==> config.mk <==
export PLATFORM = sky130hd
export DESIGN_NAME = sar_conv_ctrl
export DESIGN_NICKNAME = d
export VERILOG_FILES = /design/src/rtl/sar_conv_pkg.sv /design/src/rtl/sar_conv_datapath.sv /design/src/rtl/sar_conv_regs.sv /design/src/rtl/sar_conv_ctrl.sv
export SDC_FILE = /design/constraint.sdc
export NUM_CORES = 1
export LEC_CHECK = 0
export BUFFER_PORTS_ARGS = -buffer_cell sky130_fd_sc_hd__buf_2
export CAP_MARGIN = 20
export CELL_PAD_IN_SITES_DETAIL_PLACEMENT = 2
export CELL_PAD_IN_SITES_GLOBAL_PLACEMENT = 2
export CORE_UTILIZATION = 30
export DETAILED_ROUTE_END_ITERATION = 8
export GPL_ROUTABILITY_DRIVEN = 0
export HOLD_SLACK_MARGIN = 0.05
export PLACE_DENSITY = 0.93
export RECOVER_POWER = 50
export SLEW_MARGIN = 20
export SYNTH_ARGS = -nofsm -noshare
export SYNTH_HDL_FRONTEND = slang
export SYNTH_SLANG_ARGS = --single-unit
export TNS_END_PERCENT = 10
==> constraint.sdc <==
create_clock -name clk -period 5.3 [get_ports clk]
set_input_delay 1.06 -clock clk [delete_from_list [all_inputs] [get_ports clk]]
set_output_delay 1.06 -clock clk [all_outputs]
set_load 0.01 [all_outputs]
==> src/rtl/sar_conv_pkg.sv <==
package sar_conv_pkg;
  localparam int NUM_CH       = 8;
  localparam int CH_W         = $clog2(NUM_CH);
  localparam int CHAN_FIELD_W = 4;
  localparam int RES_W        = 10;
  localparam int DIV_W        = 8;
  localparam int CONV_PERIODS = 12;
  localparam int PER_W        = $clog2(CONV_PERIODS);
  localparam int DATA_W       = 32;

  localparam int CTRL_OFS = 0;
  localparam int DATA_OFS = 4;

  localparam int B_CHAN_LO = 24;
  localparam int B_INT_EN  = 21;
  localparam int B_REF_SEL = 19;
  localparam int B_INT_ST  = 18;
  localparam int B_CONV_EN = 17;
  localparam int B_MOD_RST = 16;
  localparam int B_START   = 13;
  localparam int B_DIV_LO  = 1;

  typedef struct packed {
    logic            start;
    logic            abort;
    logic [CH_W-1:0] chan;
    logic [DIV_W-1:0] div;
  } convCmd_t;
endpackage

==> src/rtl/sar_conv_datapath.sv <==
module sar_conv_datapath
  import sar_conv_pkg::*;
(
  input  logic                     clk,
  input  logic                     rstN,
  input  convCmd_t                 cmd,
  input  logic [NUM_CH*RES_W-1:0]  sampleBus,
  output logic                     running,
  output logic                     tick,
  output logic                     done,
  output logic [CH_W-1:0]          chanSel,
  output logic [RES_W-1:0]         result
);
  localparam int CNT_W = DIV_W + 1;

  logic [RES_W-1:0] chanSample [NUM_CH];

  genvar g;
  generate
    for (g = 0; g < NUM_CH; g++) begin : gSlice
      assign chanSample[g] = sampleBus[g*RES_W +: RES_W];
    end
  endgenerate

  logic              runQ;
  logic [DIV_W-1:0]  divQ;
  logic [CH_W-1:0]   chanQ;
  logic [CNT_W-1:0]  divCnt;
  logic [PER_W-1:0]  perCnt;
  logic [RES_W-1:0]  holdQ;
  logic [RES_W-1:0]  resultQ;
  logic [CNT_W-1:0]  divLast;
  logic              sampleEdge;

  // one converter clock spans 2*(N+1) input clocks: count 0 .. 2N+1
  assign divLast    = {divQ, 1'b1};
  assign tick       = runQ && (divCnt == divLast);
  assign done       = tick && (perCnt == PER_W'(CONV_PERIODS - 1));
  assign sampleEdge = tick && (perCnt == '0);

  always_ff @(posedge clk or negedge rstN) begin
    if (!rstN) begin
      runQ    <= 1'b0;
      divQ    <= '0;
      chanQ   <= '0;
      divCnt  <= '0;
      perCnt  <= '0;
      holdQ   <= '0;
      resultQ <= '0;
    end else if (cmd.abort) begin
      runQ    <= 1'b0;
      divQ    <= '0;
      chanQ   <= '0;
      divCnt  <= '0;
      perCnt  <= '0;
      holdQ   <= '0;
      resultQ <= '0;
    end else if (!runQ) begin
      if (cmd.start) begin
        runQ   <= 1'b1;
        divQ   <= cmd.div;
        chanQ  <= cmd.chan;
        divCnt <= '0;
        perCnt <= '0;
      end
    end else if (tick) begin
      divCnt <= '0;
      perCnt <= perCnt + 1'b1;
      if (sampleEdge) holdQ <= chanSample[chanQ];
      if (done) begin
        runQ    <= 1'b0;
        resultQ <= holdQ;
      end
    end else begin
      divCnt <= divCnt + 1'b1;
    end
  end

  assign running = runQ;
  assign chanSel = chanQ;
  assign result  = resultQ;


  start_accept_chk: assert property (@(posedge clk) disable iff (!rstN)
    (cmd.start && !runQ && !cmd.abort) |=> (runQ && perCnt == '0 && divCnt == '0));


  tick_gap_chk: assert property (@(posedge clk) disable iff (!rstN)
    tick |=> !tick);


  result_hold_chk: assert property (@(posedge clk) disable iff (!rstN)
    (!done && !cmd.abort) |=> $stable(resultQ));


  cfg_hold_chk: assert property (@(posedge clk) disable iff (!rstN)
    (runQ && !done && !cmd.abort) |=> ($stable(chanQ) && $stable(divQ)));


  abort_clear_chk: assert property (@(posedge clk) disable iff (!rstN)
    cmd.abort |=> (!runQ && resultQ == '0));
endmodule

==> src/rtl/sar_conv_regs.sv <==
module sar_conv_regs
  import sar_conv_pkg::*;
#(
  parameter int ADDR_W = 4
)(
  input  logic               clk,
  input  logic               rstN,
  input  logic               regWe,
  input  logic [ADDR_W-1:0]  regAddr,
  input  logic [DATA_W-1:0]  regWdata,
  output logic [DATA_W-1:0]  regRdata,
  input  logic               running,
  input  logic               done,
  input  logic [RES_W-1:0]   result,
  output convCmd_t           cmd,
  output logic               irq,
  output logic               refSel
);
  logic [CHAN_FIELD_W-1:0] chanF;
  logic [DIV_W-1:0]        divF;
  logic                    intEnF;
  logic                    refSelF;
  logic                    intStF;
  logic                    enF;

  logic wrCtrl;
  logic modRst;
  logic selCtrl;
  logic selData;

  assign selCtrl = (regAddr == ADDR_W'(CTRL_OFS));
  assign selData = (regAddr == ADDR_W'(DATA_OFS));
  assign wrCtrl  = regWe && selCtrl;
  assign modRst  = wrCtrl && regWdata[B_MOD_RST];

  always_comb begin
    cmd.abort = modRst;
    cmd.start = wrCtrl && !modRst && regWdata[B_START] && regWdata[B_CONV_EN] && !running;
    cmd.chan  = regWdata[B_CHAN_LO +: CH_W];
    cmd.div   = regWdata[B_DIV_LO +: DIV_W];
  end

  always_ff @(posedge clk or negedge rstN) begin
    if (!rstN) begin
      chanF   <= '0;
      divF    <= '0;
      intEnF  <= 1'b0;
      refSelF <= 1'b0;
      intStF  <= 1'b0;
      enF     <= 1'b0;
    end else if (modRst) begin
      chanF   <= '0;
      divF    <= '0;
      intEnF  <= 1'b0;
      refSelF <= 1'b0;
      intStF  <= 1'b0;
      enF     <= 1'b0;
    end else begin
      if (wrCtrl) begin
        chanF   <= regWdata[B_CHAN_LO +: CHAN_FIELD_W];
        divF    <= regWdata[B_DIV_LO +: DIV_W];
        intEnF  <= regWdata[B_INT_EN];
        refSelF <= regWdata[B_REF_SEL];
        enF     <= regWdata[B_CONV_EN];
      end
      if (done)
        intStF <= 1'b1;
      else if (wrCtrl && regWdata[B_INT_ST])
        intStF <= 1'b0;
    end
  end

  always_comb begin
    regRdata = '0;
    if (selCtrl) begin
      regRdata[B_CHAN_LO +: CHAN_FIELD_W] = chanF;
      regRdata[B_INT_EN]                  = intEnF;
      regRdata[B_REF_SEL]                 = refSelF;
      regRdata[B_INT_ST]                  = intStF;
      regRdata[B_CONV_EN]                 = enF;
      regRdata[B_START]                   = running;
      regRdata[B_DIV_LO +: DIV_W]         = divF;
    end else if (selData) begin
      regRdata[RES_W-1:0] = result;
    end
  end

  assign irq    = intStF && intEnF;
  assign refSel = refSelF;

  logic unusedWr;
  assign unusedWr = ^regWdata;


  int_set_chk: assert property (@(posedge clk) disable iff (!rstN)
    (done && !modRst) |=> intStF);


  int_clear_chk: assert property (@(posedge clk) disable iff (!rstN)
    (wrCtrl && !modRst && regWdata[B_INT_ST] && !done) |=> !intStF);


  mod_rst_chk: assert property (@(posedge clk) disable iff (!rstN)
    modRst |=> (!intStF && !enF && chanF == '0 && divF == '0 && !irq));
endmodule

==> src/rtl/sar_conv_ctrl.sv <==
module sar_conv_ctrl
  import sar_conv_pkg::*;
#(
  parameter int ADDR_W = 4
)(
  input  logic                     clk,
  input  logic                     rstN,
  input  logic                     regWe,
  input  logic [ADDR_W-1:0]        regAddr,
  input  logic [DATA_W-1:0]        regWdata,
  output logic [DATA_W-1:0]        regRdata,
  input  logic [NUM_CH*RES_W-1:0]  sampleBus,
  output logic                     convClkEn,
  output logic [CH_W-1:0]          convChan,
  output logic                     convDone,
  output logic                     irq,
  output logic                     refSel
);
  convCmd_t         cmd;
  logic             running;
  logic             tick;
  logic             done;
  logic [RES_W-1:0] result;

  sar_conv_regs #(.ADDR_W(ADDR_W)) u_regs (
    .clk      (clk),
    .rstN     (rstN),
    .regWe    (regWe),
    .regAddr  (regAddr),
    .regWdata (regWdata),
    .regRdata (regRdata),
    .running  (running),
    .done     (done),
    .result   (result),
    .cmd      (cmd),
    .irq      (irq),
    .refSel   (refSel)
  );

  sar_conv_datapath u_dp (
    .clk       (clk),
    .rstN      (rstN),
    .cmd       (cmd),
    .sampleBus (sampleBus),
    .running   (running),
    .tick      (tick),
    .done      (done),
    .chanSel   (convChan),
    .result    (result)
  );

  assign convClkEn = tick;
  assign convDone  = done;
endmodule

Word-level counts from Yosys, hierarchy flattened:

Cells that the tools add are included.
W data, S select, Z words.

* output and inout port bits: 39
* word-level logic and storage cells: 100
* bits in registers: 61
* input port bits: 119

* $add $sub $neg: 2
* bitwise operators: 1
* reductions and logical operators: 27
* multiplexer cells: 51
* equality and inequality tests: 5
* magnitude comparators: 1

Operators with widths (number)
* $mux W10: 11
* $mux W8: 6
* $mux W9: 4
* $bmux W10 S3: 1
* $mux W4: 7
* $mux W1: 18
* $mux W3: 4
* $reduce_bool A2 Y1: 6
* $logic_and A1 B1 Y1: 11
* $add A9 B1 Y9 const B: 1
* $eq A9 B9 Y1: 1
* $logic_not A4 Y1: 2
* $reduce_and A3 Y1: 2
* $reduce_bool A3 Y1: 2
* $add A4 B1 Y4 const B: 1
* $eq A4 B3 Y1 const B: 1
* $eq A4 B4 Y1 const B: 1
* $ge A4 B4 Y1 const B: 1
* $not A3 Y4: 1
* $reduce_and A2 Y1: 2
* $ne A3 B2 Y1 const B: 1
* $logic_not A1 Y1: 2
* $ne A2 B2 Y1 const B: 1

Longest topological paths before layout:

* depth after elaboration: 11
* mapped depth: 7
* mapped depth without buffers: 6

By module:

Synthesis repeated with hierarchy kept, for this count alone.

* cell total of the unflattened synthesis: 367
* area, all modules: 3891.2 µm²

Modules (own cells, without submodules)
* sar_conv_datapath: cells an instance 262, times used 1, area each 2750.1 µm², seq. area each 1126.1 µm²
* sar_conv_regs: cells an instance 105, times used 1, area each 1141.1 µm², seq. area each 400.4 µm²

Worst setup path before layout:

No wires, ideal clock.

* path kind: in2out
* start point: input regAddr[3]
* end point: output regRdata[7]
* path slack: 2094 ps
* required time: 4240 ps
* arrival: 2146 ps
* stages: 4
* cells stage by stage: nor4_4 clkbuf_1 clkbuf_1 a22o_1

* cells in the longest elaborated chain, start to end: 3
* elaborated cells between the ends (all ways): 4

Ends and longest elaborated chain
* from (decl): line sar_conv_ctrl.sv:9 `input logic [ADDR_W-1:0] regAddr,`
* $eq A4 B3 Y1: line sar_conv_regs.sv:32 `assign selData = (regAddr == ADDR_W'(DATA_OFS));`
* $mux W10: line sar_conv_regs.sv:83 `end else if (selData) begin`
* $mux W8 *: line sar_conv_regs.sv:75 `if (selCtrl) begin`
* to (decl): line sar_conv_ctrl.sv:11 `output logic [DATA_W-1:0] regRdata,`

Every way passes the cells marked *; elsewhere a longest branch is shown, timed or not.

==> metrics.md <==
| Metric | Value |
|---|---|
| CP Class | input pin to async pin |
| WP data arrival | 3.53 ns |
| Switching Fraction | between 30% and 40% |
| H-Tree Depth | 3 |
| Antenna Violating Nets Remaining | 0 |
| Mapped Cells | 355 |
| Final wirelength | roughly 13 mm |
| Netlist Area Pre-Place | 0.00368 mm^2 |
| Number of synthesis warnings | 0 |
| Data required time of the worst path | 4.98 ns |
| Final Max Tran Viols | 86 |
| Post-CTS Hold Buffers | 0 |
| Internal Power | 0.00103 W |
| Leakage | 2.37 nW |
| Part of the power in registers | roughly 43% |
| Startpoint types | input pin |
| Peak supply drop | 0.157 mV |
| CTS clk-pin slew, worst paths | 0.05 ns |
| DR vias | 3315 |
| Final #Nets | 604 |
| Ys async rst share | 100% |
| RSZ-0062 raised after global routing | false |
| Fill count | 1291 |
| Final hold violations | 0 |
| Period utilization | approximately 73% |
| Power share of the combinational group | 21.8% |
| EDFF count, synth | 0 |
| Worst-Skew Late Latency | 0.33 ns |
| Post-layout util | 39.1% |
| Core Area | 0.0120 mm^2 |
| Setup ws final | approximately 1.4 ns |
| Outcome | finished, violations left |
| Crit path max fanout | 61 |
| Yosys cell types | 43 |
| Fmax | 260 MHz |
| Register area share after synthesis | approximately two fifths |
| CP bufs+invs | 2 |
| DIE AREA | 0.0127 mm^2 |
| Number of buffers created by CTS | 9 |
| Worst slew pin tran | 3.36 ns |
| Initial DRT Pass Iterations | 4 |
| # DRC | 0 |
| Clock network power share | 35.3% |
| Area grow syn2layout | 27.3% |
| Most frequently used flop master after synthesis | dfrtp_1 |
| Share of cells above drive strength 1 | 39.1% |
| Largest net degree at the start of global routing | 62 |
| Final setup fails | 0 |
| Synth area leader | dfrtp_1 |
| Place WS | 1.35 ns |
| Initial Utilization | 30.7% |
| Setup TNS | 0 ns |
| CTS root buf | clkbuf_16 |
| Die Ht | 113 um |
| Sink Count | 61 |
| Hold WC Path Type | flop to flop |
| PortBufs | 130 |
| NetSw | 0.000477 W |
| GR Util All Layers | between 20% and 30% |
| Initial antenna violation count | 0 |
| Remaining Overflow, GRT | 0 |
| Synth top area cells | dfrtp_1 42%, mux4_2 12%, nand2_1 6.1% |
| Cell Chain, Critical Path | buf_2 > clkbuf_1 |
| Max_slew headroom | -124% |
| Number of global-route vias before repair | 3824 |
| Global-route wire length before repair | 20.7 mm |
| Post-CTS setup buffers | 0 |
| Worst-case clock buffer depth | 2 |
| Detailed Route Iter0 Violations | 132 |
| Yosys top cell area share | 41.5% |
| Critical path's slowest cell | clkbuf_1 |
| Clock skew | 0.00459 ns |
| Diode count | 0 |
| Failing checks | max-capacitance violations, max-slew violations |
| Pwr dens | 322 mW/mm^2 |
| Max Cap Viol | 2 |
| Largest delay share family, worst path | buffers and inverters |
| I/O pin total | 158 |
| CP max stage delay | 2.35 ns |
| CTS tree | yes |
| Routed len/inst | 20.5 um |
| FP Rows | 40 |
| Post-cts resize count | 0 |
| DIE WIDTH | between 100 and 150 um |
| Synth Register Bits | 61 |
| Syn avg cell area | around 10 um^2 |
| Worst Setup End Kind | async pin |
| Post-DP HPWL | between 9 and 10 mm |
| Final worst path period need | roughly 3.9 ns |
| DR vias/cell | 5.24 |
power groups by stage:
stage	Combinational (W)	Sequential [W]	Clock, W
after detailed placement	0.000321	0.000651	0
after global routing	0.000364	0.000658	0.000553
after floorplan	0.000215	0.000613	0
final	0.000328	0.000647	0.000532
after CTS	0.000333	0.000647	0.000537
after global placement	0.000287	0.000639	0
state kept, by name, indices dropped and copies added, names as in the netlist, 3 cells and up:
register	cells
u_dp.chanSel	3
u_dp.divCnt	9
u_dp.divQ	8
u_dp.holdQ	10
u_dp.perCnt	4
u_dp.result	10
u_regs.chanF	4
u_regs.divF	8
worst reg2reg max path, delay by kind of cell (launching register included):
family / cells / cell delay (ns)
mux: 3 / 1.10
flops: 1 / 0.33
buf+inv: 1 / 1.20
simple gates: 1 / 0.08
Yosys cell counts, drive strengths merged, types with 4 or more instances:
cell type and instances:
a21o 4, a22o 9, and2 12, and3 4, buf 18, clkbuf 14, dfrtp 61, inv 5
mux2 10, mux2i 20, mux4 20, nand2 60, nand3 10, nand4 4, nor2 30, o21ai 29
xnor2 4, xor2 9
area by class of cell:
type,count,area [um^2],share of cell area (%)
Clock buffer,10,239,5.11
Clock inverter,5,27.5,0.588
Inverter,5,18.8,0.401
Multi-Input combinational cell,269,2000,42.7
Sequential cell,61,1530,32.6
Tap cell,147,184,3.93
Timing Repair Buffer,136,684,14.6
routing by layer:
layer	global-route usage (%)	wire length [um]	up-vias
li1	-	-	1491
met1	23.7	4840	1655
met2	40.4	7060	145
met3	4.82	739	24
met4	9.16	341	0
met5	0	0	-
cell families after synthesis:
kind of cell | count (synthesis) | synth area share (%)
AOI/OAI and AO/OA | 56 | 9.94
xor gates and xnor gates | 13 | 3.10
adders and majority gates | 3 | 1.02
buffers and inverters | 37 | 5.58
DFF | 61 | 41.5
muxes | 50 | 20.8
other | 1 | 0.102
and+or+nand+nor | 134 | 18.0
layout by cell type, fill, tap and decap left out, types with 5 or more instances in the layout:
cell type,instances
mux2i_1,20
nand2_1,60
xor2_1,9
clkbuf_16,9
clkbuf_1,6
buf_2,127
nor2_1,23
mux4_2,20
o21ai_0,29
mux2_2,10
a22o_1,9
nand3_1,10
dfrtp_1,61
conb_1,13
inv_1,5
nor2_2,7
and2_1,11
metrics by stage:
stage,cells,hold WS (ns),power [W],cell area [um^2]
2_1_floorplan,367,0.442,0.000829,3720
3_3_place_gp,617,0.459,0.000926,4410
3_5_place_dp,617,0.471,0.000972,4410
4_1_cts,632,0.481,0.00152,4670
5_1_grt,633,0.526,0.00157,4680
6_report,633,0.482,0.00151,4680
worst paths after layout:
path,end,cells after the start,slack [ns],start
worst max-delay path,u_dp.holdQ[7],2,1.45,rstN
min in group asynchronous,u_dp.divCnt[3],2,1.95,rstN
worst max register to register,u_dp.holdQ[0],5,2.46,u_dp.chanSel[0]
worst min register to register,u_regs.enF,2,0.48,u_regs.enF
worst min-delay path,u_regs.enF,2,0.48,u_regs.enF
max in group clk,convDone,4,1.53,u_dp.divCnt[7]
Note: power is estimated with default switching activity, not from simulation.
